===== config.mk =====
export PLATFORM = sky130hd
export DESIGN_NAME = llq_ctrl
export DESIGN_NICKNAME = d
export VERILOG_FILES = /design/src/rtl/llq_pkg.sv /design/src/rtl/llq_addr_map.sv /design/src/rtl/llq_word_codec.sv /design/src/rtl/llq_ctrl.sv
export SDC_FILE = /design/constraint.sdc
export NUM_CORES = 1
export LEC_CHECK = 0
export BUFFER_PORTS_ARGS = -buffer_cell sky130_fd_sc_hd__buf_2
export CORE_MARGIN = 2
export CORE_UTILIZATION = 34
export CTS_BUF_LIST = sky130_fd_sc_hd__clkbuf_4 sky130_fd_sc_hd__clkbuf_8
export DETAILED_ROUTE_END_ITERATION = 12
export SETUP_SLACK_MARGIN = 0.1
export SLEW_MARGIN = 20
export SYNTH_ARGS = -nofsm -noshare
export SYNTH_HDL_FRONTEND = slang
export SYNTH_SLANG_ARGS = --single-unit
export TNS_END_PERCENT = 5

===== constraint.sdc =====
create_clock -name clk -period 2.6 [get_ports clk]
set_input_delay 0.26 -clock clk [delete_from_list [all_inputs] [get_ports clk]]
set_output_delay 0.26 -clock clk [all_outputs]
set_load 0.02 [all_outputs]

===== src/rtl/llq_pkg.sv =====
package llq_pkg;

   typedef enum logic [3:0] {
      ST_INIT_H, ST_INIT_T, ST_IDLE,
      ST_ENQ_RT, ST_ENQ_WN, ST_ENQ_WH, ST_ENQ_WT,
      ST_DQ_RH, ST_DQ_RT, ST_DQ_RN, ST_DQ_WH, ST_DQ_EH, ST_DQ_ET,
      ST_WAIT
   } llq_state_e;

   typedef enum logic [1:0] {TAG_ENQ_T, TAG_DQ_H, TAG_DQ_T, TAG_DQ_N} llq_tag_e;

   typedef enum logic [1:0] {AREA_NXT, AREA_HEAD, AREA_TAIL} llq_area_e;

   localparam logic OP_ENQ = 1'b0;
   localparam logic OP_DEQ = 1'b1;

endpackage


===== src/rtl/llq_addr_map.sv =====
module llq_addr_map
   import llq_pkg::*;
#(
   parameter int NSEG = 64,
   parameter int NQ   = 8,
   parameter int SW   = 6,
   parameter int QW   = 3,
   parameter int AW   = 7
) (
   input  llq_area_e        area,
   input  logic [QW-1:0]    qid,
   input  logic [SW-1:0]    seg,
   output logic [AW-1:0]    addr
);

   always_comb begin
      case (area)
         AREA_HEAD: addr = AW'(NSEG) + AW'(qid);
         AREA_TAIL: addr = AW'(NSEG + NQ) + AW'(qid);
         default:   addr = AW'(seg);
      endcase
   end

endmodule


===== src/rtl/llq_word_codec.sv =====
module llq_word_codec #(
   parameter int NSEG         = 64,
   parameter int SW           = 6,
   parameter int WW           = 7,
   parameter bit USE_NULL_PTR = 1'b0
) (
   input  logic          enc_empty,
   input  logic [SW-1:0] enc_ptr,
   output logic [WW-1:0] enc_word,
   input  logic [WW-1:0] dec_word,
   output logic          dec_empty,
   output logic [SW-1:0] dec_ptr
);

   generate
      if (USE_NULL_PTR) begin : g_null
         if (WW < $clog2(NSEG + 1)) begin : g_bad_ww
            $error("llq_word_codec: word too narrow for reserved value");
         end
         assign enc_word  = enc_empty ? WW'(NSEG) : WW'(enc_ptr);
         assign dec_empty = (dec_word == WW'(NSEG));
         assign dec_ptr   = dec_word[SW-1:0];
      end else begin : g_flag
         if (WW != SW + 1) begin : g_bad_ww
            $error("llq_word_codec: flag scheme needs pointer plus one bit");
         end
         assign enc_word  = {enc_empty, enc_ptr};
         assign dec_empty = dec_word[WW-1];
         assign dec_ptr   = dec_word[SW-1:0];
      end
   endgenerate

endmodule


===== src/rtl/llq_ctrl.sv =====
module llq_ctrl
   import llq_pkg::*;
#(
   parameter  int NSEG         = 64,
   parameter  int NQ           = 8,
   parameter  int RD_LAT       = 2,
   parameter  bit USE_NULL_PTR = 1'b0,
   localparam int SW = $clog2(NSEG),
   localparam int QW = (NQ > 1) ? $clog2(NQ) : 1,
   localparam int AW = $clog2(NSEG + 2 * NQ),
   localparam int WW = USE_NULL_PTR ? $clog2(NSEG + 1) : SW + 1,
   localparam int CW = $clog2(RD_LAT + 1)
) (
   input  logic          clk,
   input  logic          rst_n,
   input  logic          req_valid,
   output logic          req_ready,
   input  logic          req_op,
   input  logic [QW-1:0] req_qid,
   input  logic [SW-1:0] req_seg,
   output logic          done_valid,
   output logic          done_empty,
   output logic [SW-1:0] done_seg,
   output logic          mem_en,
   output logic          mem_we,
   output logic [AW-1:0] mem_addr,
   output logic [WW-1:0] mem_wdata,
   input  logic [WW-1:0] mem_rdata
);

   if (NSEG < 2) begin : g_chk_nseg
      $error("llq_ctrl: NSEG must be at least 2");
   end
   if (NQ < 1) begin : g_chk_nq
      $error("llq_ctrl: NQ must be at least 1");
   end
   if (RD_LAT < 1) begin : g_chk_lat
      $error("llq_ctrl: RD_LAT must be at least 1");
   end

   llq_state_e    state;
   llq_tag_e      tag;
   logic [CW-1:0] wcnt;
   logic [QW-1:0] cur_q, init_q;
   logic [SW-1:0] cur_seg, ptr_a, ptr_b;

   llq_area_e     area;
   logic [QW-1:0] a_q;
   logic [SW-1:0] a_seg;
   logic          enc_empty;
   logic [SW-1:0] enc_ptr;
   logic          dec_empty;
   logic [SW-1:0] dec_ptr;

   llq_addr_map #(.NSEG(NSEG), .NQ(NQ), .SW(SW), .QW(QW), .AW(AW)) amap_i (
      .area(area), .qid(a_q), .seg(a_seg), .addr(mem_addr)
   );

   llq_word_codec #(.NSEG(NSEG), .SW(SW), .WW(WW), .USE_NULL_PTR(USE_NULL_PTR)) codec_i (
      .enc_empty(enc_empty), .enc_ptr(enc_ptr), .enc_word(mem_wdata),
      .dec_word(mem_rdata), .dec_empty(dec_empty), .dec_ptr(dec_ptr)
   );

   assign req_ready = (state == ST_IDLE);

   always_comb begin
      mem_en    = 1'b1;
      mem_we    = 1'b1;
      area      = AREA_NXT;
      a_q       = cur_q;
      a_seg     = ptr_a;
      enc_empty = 1'b0;
      enc_ptr   = cur_seg;
      case (state)
         ST_INIT_H: begin area = AREA_HEAD; a_q = init_q; enc_empty = 1'b1; enc_ptr = '0; end
         ST_INIT_T: begin area = AREA_TAIL; a_q = init_q; enc_empty = 1'b1; enc_ptr = '0; end
         ST_ENQ_RT: begin area = AREA_TAIL; mem_we = 1'b0; end
         ST_ENQ_WN: area = AREA_NXT;
         ST_ENQ_WH: area = AREA_HEAD;
         ST_ENQ_WT: area = AREA_TAIL;
         ST_DQ_RH:  begin area = AREA_HEAD; mem_we = 1'b0; end
         ST_DQ_RT:  begin area = AREA_TAIL; mem_we = 1'b0; end
         ST_DQ_RN:  begin area = AREA_NXT;  mem_we = 1'b0; end
         ST_DQ_WH:  begin area = AREA_HEAD; enc_ptr = ptr_b; end
         ST_DQ_EH:  begin area = AREA_HEAD; enc_empty = 1'b1; enc_ptr = '0; end
         ST_DQ_ET:  begin area = AREA_TAIL; enc_empty = 1'b1; enc_ptr = '0; end
         default:   begin mem_en = 1'b0; mem_we = 1'b0; end
      endcase
   end

   always_ff @(posedge clk) begin
      if (!rst_n) begin
         state      <= ST_INIT_H;
         tag        <= TAG_ENQ_T;
         wcnt       <= '0;
         cur_q      <= '0;
         init_q     <= '0;
         cur_seg    <= '0;
         ptr_a      <= '0;
         ptr_b      <= '0;
         done_valid <= 1'b0;
         done_empty <= 1'b0;
         done_seg   <= '0;
      end else begin
         done_valid <= 1'b0;
         done_empty <= 1'b0;
         case (state)
            ST_INIT_H: state <= ST_INIT_T;
            ST_INIT_T: begin
               if (init_q == QW'(NQ - 1)) begin
                  state <= ST_IDLE;
               end else begin
                  init_q <= init_q + 1'b1;
                  state  <= ST_INIT_H;
               end
            end
            ST_IDLE: begin
               if (req_valid) begin
                  cur_q   <= req_qid;
                  cur_seg <= req_seg;
                  state   <= (req_op == OP_ENQ) ? ST_ENQ_RT : ST_DQ_RH;
               end
            end
            ST_ENQ_RT: begin tag <= TAG_ENQ_T; wcnt <= CW'(RD_LAT - 1); state <= ST_WAIT; end
            ST_DQ_RH:  begin tag <= TAG_DQ_H;  wcnt <= CW'(RD_LAT - 1); state <= ST_WAIT; end
            ST_DQ_RT:  begin tag <= TAG_DQ_T;  wcnt <= CW'(RD_LAT - 1); state <= ST_WAIT; end
            ST_DQ_RN:  begin tag <= TAG_DQ_N;  wcnt <= CW'(RD_LAT - 1); state <= ST_WAIT; end
            ST_WAIT: begin
               if (wcnt != '0) begin
                  wcnt <= wcnt - 1'b1;
               end else begin
                  case (tag)
                     TAG_ENQ_T: begin
                        ptr_a <= dec_ptr;
                        state <= dec_empty ? ST_ENQ_WH : ST_ENQ_WN;
                     end
                     TAG_DQ_H: begin
                        if (dec_empty) begin
                           done_valid <= 1'b1;
                           done_empty <= 1'b1;
                           done_seg   <= '0;
                           state      <= ST_IDLE;
                        end else begin
                           ptr_a <= dec_ptr;
                           state <= ST_DQ_RT;
                        end
                     end
                     TAG_DQ_T: state <= (dec_ptr == ptr_a) ? ST_DQ_EH : ST_DQ_RN;
                     default: begin
                        ptr_b <= dec_ptr;
                        state <= ST_DQ_WH;
                     end
                  endcase
               end
            end
            ST_ENQ_WN, ST_ENQ_WH: state <= ST_ENQ_WT;
            ST_ENQ_WT: begin
               done_valid <= 1'b1;
               done_seg   <= cur_seg;
               state      <= ST_IDLE;
            end
            ST_DQ_EH: state <= ST_DQ_ET;
            ST_DQ_WH, ST_DQ_ET: begin
               done_valid <= 1'b1;
               done_seg   <= ptr_a;
               state      <= ST_IDLE;
            end
            default: state <= ST_IDLE;
         endcase
      end
   end

endmodule


After elaboration in Yosys (flattened, before gate mapping) --
Index checks and enable logic that the tools add are counted.
Cells by class: add/sub/neg operators 4, equality and inequality tests 25, muxes and demuxes 29, bitwise operators 3, reduce and logical (&&, ||, !) cells 26
Operators by type and width (count):
- 4-bit case mux with 7 select lines | 1
- 4-bit == test, second input constant | 6
- 6-bit two-way mux | 4
- 6-bit case mux with 2 select lines | 2
- 6-bit case mux with 3 select lines | 1
- 4-bit by 3-bit == test with 1-bit output, second input constant | 4
- 7-bit by 3-bit adder with 7-bit output, first input constant | 2
- 7-bit case mux with 2 select lines | 1
- 4-bit two-way mux | 3
- 2-bit inequality test, second input constant | 6
- 4-bit case mux with 3 select lines | 1
- 12-bit OR reduction | 1
- 2-bit AND reduction | 5
- 5-bit OR reduction | 2
- 4-bit by 2-bit == test with 1-bit output, second input constant | 2
- 2-bit case mux with 2 select lines | 2
- 2-bit case mux with 4 select lines | 1
- 4-bit AND reduction | 2
- 4-bit OR reduction | 2
- 8-bit OR reduction | 1
- 1-bit two-way mux | 7
- 6-bit == test | 1
- 2-bit two-way mux | 3
- 3-bit two-way mux | 2
- 16 further kinds | 25
Storage, ports and cells: register bits after elaboration 40, word-level logic and storage cells 98

Depth between registers and ports, before layout --
Gate-level depths: netlist of run 1.
depth after elaboration 5, mapped depth 10, depth with buffers taken out 8

Hierarchy --
Synthesis of run 1 repeated with hierarchy kept, for this count alone.
Unflattened totals: cells, all modules 289, area total of the unflattened synthesis 2323.5 µm²
Modules (own cells, without submodules):
- llq_ctrl | instances 1, cells an instance 256, area an instance 2087.0 µm²
- llq_addr_map | instances 1, cells an instance 19, area an instance 131.4 µm²
- llq_word_codec | instances 1, cells an instance 14, area an instance 105.1 µm²

Worst setup path before layout of run 1 --
Ideal clock, no wire load.
path type register to output, start register state[1], end output mem_addr[0], arrival 2.475 ns, required time 2.340 ns, path slack -0.135 ns, stages on the path, launching flop included 11, path buffers 2, cell sequence dfxtp_1 clkbuf_1 nor2b_1 clkbuf_1 a21oi_1 o22ai_1 inv_1 ha_1 inv_1 o21ai_0 o21ai_0
Between the ends: word-level cells in the longest chain between the ends 5, elaborated cells on any way between the ends 20, those cells by class add/sub (2); eq/ne (11); mux (3); reduce/logical (4)
RTL lines:
- from (decl) | line llq_ctrl.sv:41 | llq_state_e state;
- from (signal assigned) | line llq_ctrl.sv:121 | state <= (req_op == OP_ENQ) ? ST_ENQ_RT : ST_DQ_RH;
- from (signal assigned) | line llq_ctrl.sv:135 | state <= dec_empty ? ST_ENQ_WH : ST_ENQ_WN;
- from (signal assigned) | line llq_ctrl.sv:148 | TAG_DQ_T: state <= (dec_ptr == ptr_a) ? ST_DQ_EH : ST_DQ_RN;
- 4-bit by 1-bit == test with 1-bit output (tied with other cells) | line llq_ctrl.sv:74 | case (state)
- 2-bit OR reduction (no line) / 5-bit OR reduction (equally long branches)
- 3-bit two-way mux / 2-bit case mux with 2 select lines (equally long branches) | line llq_ctrl.sv:74
- 7-bit by 3-bit adder with 7-bit output (tied with other cells) | line llq_addr_map.sv:19 | AREA_TAIL: addr = AW'(NSEG + NQ) + AW'(qid);
- 7-bit case mux with 2 select lines * | line llq_addr_map.sv:17 | case (area)
- to (decl) | line llq_ctrl.sv:26 | output logic [AW-1:0] mem_addr,
Mark *: on every way between the ends. The rest lies on a longest branch, timed or not.

Worst setup path after layout of run 1 --
start register state[1], end output mem_addr[3]
The elaborated chain is that of the path after synthesis.

==> results.yml, run 1 <==
detailed_routing:
  first_pass_iters: 4
  drt_first_iter_violations: 181
  wl_mm: 5.97
  drt-wirelength-per-cell_um: 14.5
  post-route-drc-count: 0
  vias: 2153
  viasPerCell: 5.23
  antenna_left: 0
placed_design:
  gp_congestion: 0.846
  place.port_buffers: 44
  dp.cells: 403
  dpl.hpwl_mm: 4.52
setup_path:
  crit_fanout: 6
  rrSetupSlack_ps: 620
  cp-start-kind: "flip-flop"
  r2r_cells: 6
  crit_arrival_ps: 2160
  crit_path_end_kind: "output port"
  path_class: "reg -> out"
  cp_data_required_time_ps: 2340
finish:
  antennaDiodeCount: 0
  layout-drive-gt1-share: 0.232
  nFillCells: 679
  layout_commonest_cell: "buf_2"
  post-route-util: 0.413
  area_delta_synth_final_pct: 18.9
  nNetsFinal: 356
  instances_no_fill: 412
  layout_common_cells: "41 x buf_2, 39 x dfxtp_1, 32 x nand2_1"
floorplan:
  coreArea_sq_um: 6720
  floorplan.die_area_sq_um: 7540
  die_h_um: 86.8
  initial_core_util: 0.347
  num_rows: 30
  ioPinCount: 45
  dieWidth_um: 86.8
pwr:
  p_leak_nw: 1.11
  power.total_mw: 1.27
  power_density_nw_per_um2: 457
  irDropWorstVdd_uv: 227
cts:
  cts.htree.levels: 2
  clk_latency_ps: 300
  cts_num_sinks: 40
  cts_tree: "yes"
  clkTransAtPathRegs_ps: 90
  cts.path.max_buffers: 2
  cts_buffers: 5
  clockRootBuffer: "clkbuf_8"
sta:
  finalSetupViolations: 0
  fin_crit_sh: 0.933
  tns_ps: 0
  hold_viol_final: 0
  finClkSkew_ps: 8.57
  fmax_ghz: 0.412
  worstMarginPinSlew_ps: 635
  min_period_ps: 2420
  grt_setup_unrepaired: "true"
  slew_headroom: 0.576
  slew_violations: 0
worst_hold_path:
  hold_path.class: "in -> reg"
  min_delay_path_depth: 3
grt:
  grt_usage: 0.169
  grt_pass1_vias: 2072
  grt_first_pass_wirelength_mm: 10.2
  grt.overflow.total: 0
  grt_max_degree: 25
  grt_antenna_before_repair: 0
synthesis:
  synthCells: 289
  synth_ff_type: "dfxtp_1"
  syn_area_per_cell_sq_um: 8.07
  syn_area_sq_um: 2330
  yosysSeqAreaShare: 0.343
  async_reset_ff_frac: 0
  synth.distinct_cells: 38
  ys_seq_elements: 40
  yosys_warnings: 0
  synth_edf_count: 0
  synth.net_count: 314
flow_run:
  cap_violations: 0
status:
  outcome: "completed"
[routing by layer]
layer,GRT usage,share of wire,vias up
met5,0,0,-
met4,0.0511,0.012,0
met3,0.0248,0.050,6
met2,0.275,0.47,57
met1,0.231,0.47,992
li1,-,-,1098
[path summary, 6_finish.rpt]
kind | startpoint | end
setup / recovery | state[1] | mem_addr[3]
hold reg to reg | cur_seg[0] | cur_seg[0]
hold / removal | req_seg[5] | cur_seg[5]
setup reg to reg | state[1] | state[1]
[logic make-up after synthesis]
group,share of synthesized area
xor gates and xnor gates,0.0338
DFF,0.343
AOI/OAI and AO/OA,0.231
buffers and inverters,0.0536
and+or+nand+nor,0.233
muxes,0.0778
adders and majority gates,0.0268
[cell type report]
cell class | instances | area (sq um) | area share
multi-input cells | 219 | 1430 | 0.517
flip-flops and latches | 40 | 802 | 0.289
clock inverters | 3 | 21.3 | 0.00767
repair buffers | 55 | 310 | 0.112
inverters | 10 | 37.5 | 0.0135
clock buffers | 5 | 68.8 | 0.0248
well taps | 80 | 100 | 0.0361
[sequential cells by signal, indices dropped and copies added, names as in the netlist, 3 cells and up]
signal and cells:
done_seg 6, a_seg 6, state 4, init_q 3
cur_q 3, cur_seg 6, ptr_b 6
[critical path, cell delays in order (launching register included)]
cell and delay, ps:
dfxtp_1 400, nor2b_2 200, a21oi_1 80, o22ai_1 210, inv_1 70, ha_1 290, buf_4 130, mux2_2 330
buf_2 160
[cell usage after synthesis (2+ instances only)]
cell type / number / area share
and2_1: 4 / 0.011
clkbuf_1: 15 / 0.024
a221o_1: 2 / 0.0086
a21oi_1: 23 / 0.049
inv_1: 10 / 0.016
xor2_1: 2 / 0.0075
a22oi_1: 6 / 0.019
a21boi_0: 9 / 0.029
o22ai_1: 2 / 0.0054
nor2b_1: 26 / 0.070
o21ai_0: 28 / 0.060
a32o_1: 6 / 0.026
nand3_1: 12 / 0.026
a21boi_1: 2 / 0.0064
buf_1: 2 / 0.0032
nand2_1: 32 / 0.052
mux2i_1: 17 / 0.073
nand4_1: 4 / 0.011
nor2_1: 12 / 0.019
nor3_1: 2 / 0.0043
dfxtp_1: 40 / 0.34
xnor2_1: 7 / 0.026
ha_1: 5 / 0.027
nand2b_1: 7 / 0.019
[stage by stage]
step                setup WS [ps]  area, sq um  hold WS (ps)
floorplan                     141         2350           406
finish                        175         2770           200
CTS                          94.8         2750           198
detailed placement            357         2650           487
global placement              412         2650           478
global route                 64.1         2770           222
[repair_timing]
action / 4_1_cts / 5_1_grt
endpoints found under the setup margin: 3 / 12
cloned: 0 / 0
hold buffers: 0 / 0
gates resized for setup: 0 / 11
pin swaps: 1 / 1
buffers inserted: 1 / 0
[report_power, final]
group	switching, mW	internal, mW	total [mW]	leakage [nW]
logic	0.119	0.0880	0.207	0.745
registers	0.0128	0.622	0.634	0.323
clock network	0.235	0.190	0.425	0.0445
No activity file was read; power rests on OpenSTA's default activity.
==> inputs of run 2 (changes only) <==
--- a/config.mk
+++ b/config.mk
@@ -5,6 +5,7 @@
 export SDC_FILE = /design/constraint.sdc
 export NUM_CORES = 1
 export LEC_CHECK = 0
+export ABC_AREA = 1
 export BUFFER_PORTS_ARGS = -buffer_cell sky130_fd_sc_hd__buf_2
 export CORE_MARGIN = 2
 export CORE_UTILIZATION = 34
==> run 2 against run 1 <==
Against the previous run: clock-buffer cell count is the same; non-clock buffer count shrank 9; worst setup slack gained 110 ps; final area shrank 5.9%; power grew 83%; fmax grew 4.8%; die area shrank 5.5%; critical path depth grew 2; synthesized area shrank 5.8%; register-to-register slack gained 520 ps; flip-flop and latch count is the same; sequential power grew 20%; critical endpoint is now mem_addr[0].
==> results.yml, run 2 <==
status:
  outcome: "completed"
cts:
  clk_latency_ps: 300
  cts.htree.levels: 2
  cts.path.max_buffers: 2
  cts_num_sinks: 40
  cts_hold_buf: 0
  cts_tree: "yes"
  clockRootBuffer: "clkbuf_8"
  cts_buffers: 5
  cts_setup_buffers: 0
  clkTransAtPathRegs_ps: 80
sta:
  worstMarginPinSlew_ps: 489
  final.setup.worst_slack_ps: 287
  finClkSkew_ps: 14.4
  tns_ps: 0
  hold_slack_ps: 236
  slew_headroom: 0.674
  slew_violations: 0
  fin_crit_sh: 0.890
  finalSetupViolations: 0
  fmax_ghz: 0.432
  min_period_ps: 2310
  grt_setup_unrepaired: "false"
  hold_viol_final: 0
finish:
  area_delta_synth_final_pct: 18.8
  antennaDiodeCount: 0
  final_cell_area_sq_um: 2610
  multi_input_area_sq_um: 1190
  seqCellArea_sq_um: 811
  layout_commonest_cell: "nand2_1"
  layout_common_cells: "60 x nand2_1, 42 x inv_1, 42 x buf_2"
  nNetsFinal: 384
  nFillCells: 686
  instances_no_fill: 437
  post-route-util: 0.414
  layout-drive-gt1-share: 0.250
floorplan:
  floorplan.die_area_sq_um: 7120
  coreArea_sq_um: 6310
  num_rows: 29
  initial_core_util: 0.348
  die_h_um: 84.4
  ioPinCount: 45
  dieWidth_um: 84.4
synthesis:
  synth_commonest_cells: "61 x nand2_1, 44 x inv_1, 40 x dfxtp_1"
  syn_area_sq_um: 2200
  yosys.area.top_type: "dfxtp_1"
  synth_top_family_by_area: "simple AND/OR/NAND/NOR gates"
  synth.distinct_cells: 32
  synth_ff_type: "dfxtp_1"
  synthAdderAreaFrac: 0.0285
  synth_edf_count: 0
  yosys_warnings: 0
  ys_seq_elements: 40
  syn_area_per_cell_sq_um: 7.02
  synth_mux_area_frac: 0
  synth_top_area_frac: 0.364
  synthCells: 313
  async_reset_ff_frac: 0
  yosys-top-cells-area: "dfxtp_1 36%, nand2_1 10%, inv_1 7.5%"
  yosysMostFrequentCell: "nand2_1"
  synth_compound_area_frac: 0.200
  synth_xor_area_frac: 0.0120
  yosysSeqAreaShare: 0.364
  synth.net_count: 338
  synth_simple_gate_area_frac: 0.289
grt:
  grt_use_met1: 0.238
  grt_busiest_layer: "met2"
  grt_antenna_before_repair: 0
  use_met3: 0.0374
  grt.overflow.total: 0
  grt_max_degree: 30
  met2_usage: 0.255
  grt_first_pass_wirelength_mm: 9.49
  grt_usage: 0.168
  grt_pass1_vias: 1960
pwr:
  power_density_nw_per_um2: 887
  p_leak_nw: 1.25
  irDropWorstVdd_uv: 440
  power.total_mw: 2.32
worst_hold_path:
  worstHoldStart: "req_qid[2]"
  hold_path.class: "in -> reg"
setup_path:
  crit_fanout: 6
  critPathLaunch: "state[2]"
  r2r-start: "wcnt[0]"
  crit_path_end_kind: "output port"
  cp_data_required_time_ps: 2340
  path_class: "reg -> out"
  rrSetupSlack_ps: 1140
  crit_arrival_ps: 2050
  cp-endpoint: "mem_addr[0]"
  r2r_end: "state[1]"
  r2r_cells: 9
  cp-start-kind: "flip-flop"
detailed_routing:
  drt_first_iter_violations: 84
  first_pass_iters: 4
  drt-wirelength-per-cell_um: 13.4
  vias: 2110
  post-route-drc-count: 0
  viasPerCell: 4.83
  antenna_left: 0
  wl_mm: 5.85
placed_design:
  dpl.hpwl_mm: 4.52
  gp_congestion: 0.894
  dp_slack_ps: 140
  dp.cells: 429
  place_area_sq_um: 2480
  place.port_buffers: 44
flow_run:
  cap_violations: 0
[run 2: changes by cell type after synthesis, moves of 7 or more]
cell | previous run | this run
a21boi_0 | 9 | 0
clkbuf_1 | 15 | 3
inv_1 | 10 | 44
mux2i_1 | 17 | 0
nand2_1 | 32 | 61
nand2b_1 | 7 | 0
nor2_1 | 12 | 36
nor2b_1 | 26 | 0
o21ai_1 | 0 | 11
[run 2: cells by family (layout without fill, tap and decap cells)]
group	after synthesis	after routing
buf+inv	56	103
xor+xnor	3	3
compound gates	82	82
simple gates	127	127
flops	40	40
fa+ha+maj	5	5
[run 2: worst min-delay path by stage]
stage | depth (start not counted) | slack, ps | end
3_5_place_dp | 2 | 460 | cur_q[1]
2_1_floorplan | 2 | 410 | ptr_b[5]
5_1_grt | 3 | 250 | ptr_b[5]
4_1_cts | 3 | 230 | cur_q[0]
6_report | 3 | 240 | cur_q[2]
3_3_place_gp | 2 | 460 | cur_q[2]
[run 2: worst max-delay path: stages (launching register included)]
cell and delay (ps):
dfxtp_2 420, nor2_4 80, nand2_1 90, nand2_1 90
a21oi_2 130, inv_1 60, ha_1 330, inv_1 90
o21ai_2 80, o32ai_2 220, buf_4 180
[run 2: per-layer routing]
| layer | up-vias | wire length [um] | part of all wire |
|---|---|---|---|
| met5 | - | 0 | 0 |
| met4 | 0 | 79 | 0.014 |
| met3 | 7 | 273 | 0.047 |
| met2 | 48 | 2500 | 0.43 |
| met1 | 945 | 2990 | 0.51 |
| li1 | 1110 | - | - |
[run 2: layout make-up]
cell class | instances | share of cell area
inverter | 49 | 0.0719
clock buffer | 5 | 0.0264
timing repair buffer | 46 | 0.0920
sequential | 40 | 0.310
tap | 77 | 0.0369
multi-input combinational | 217 | 0.455
clock inverter | 3 | 0.00719
[run 2: what timing repair did]
| action | CTS | global route |
|---|---|---|
| resized for setup | 9 | 8 |
| pin swaps | 1 | 1 |
| gates cloned | 0 | 0 |
| endpoints found under the setup margin | 4 | 3 |
[run 2: report_power, final]
group	switching, mW	total, mW	internal [mW]	leakage [nW]
clock network	0.224	0.411	0.187	0.0479
logic	0.762	1.15	0.384	0.877
registers	0.0761	0.759	0.683	0.325
total	1.06	2.32	1.25	1.25
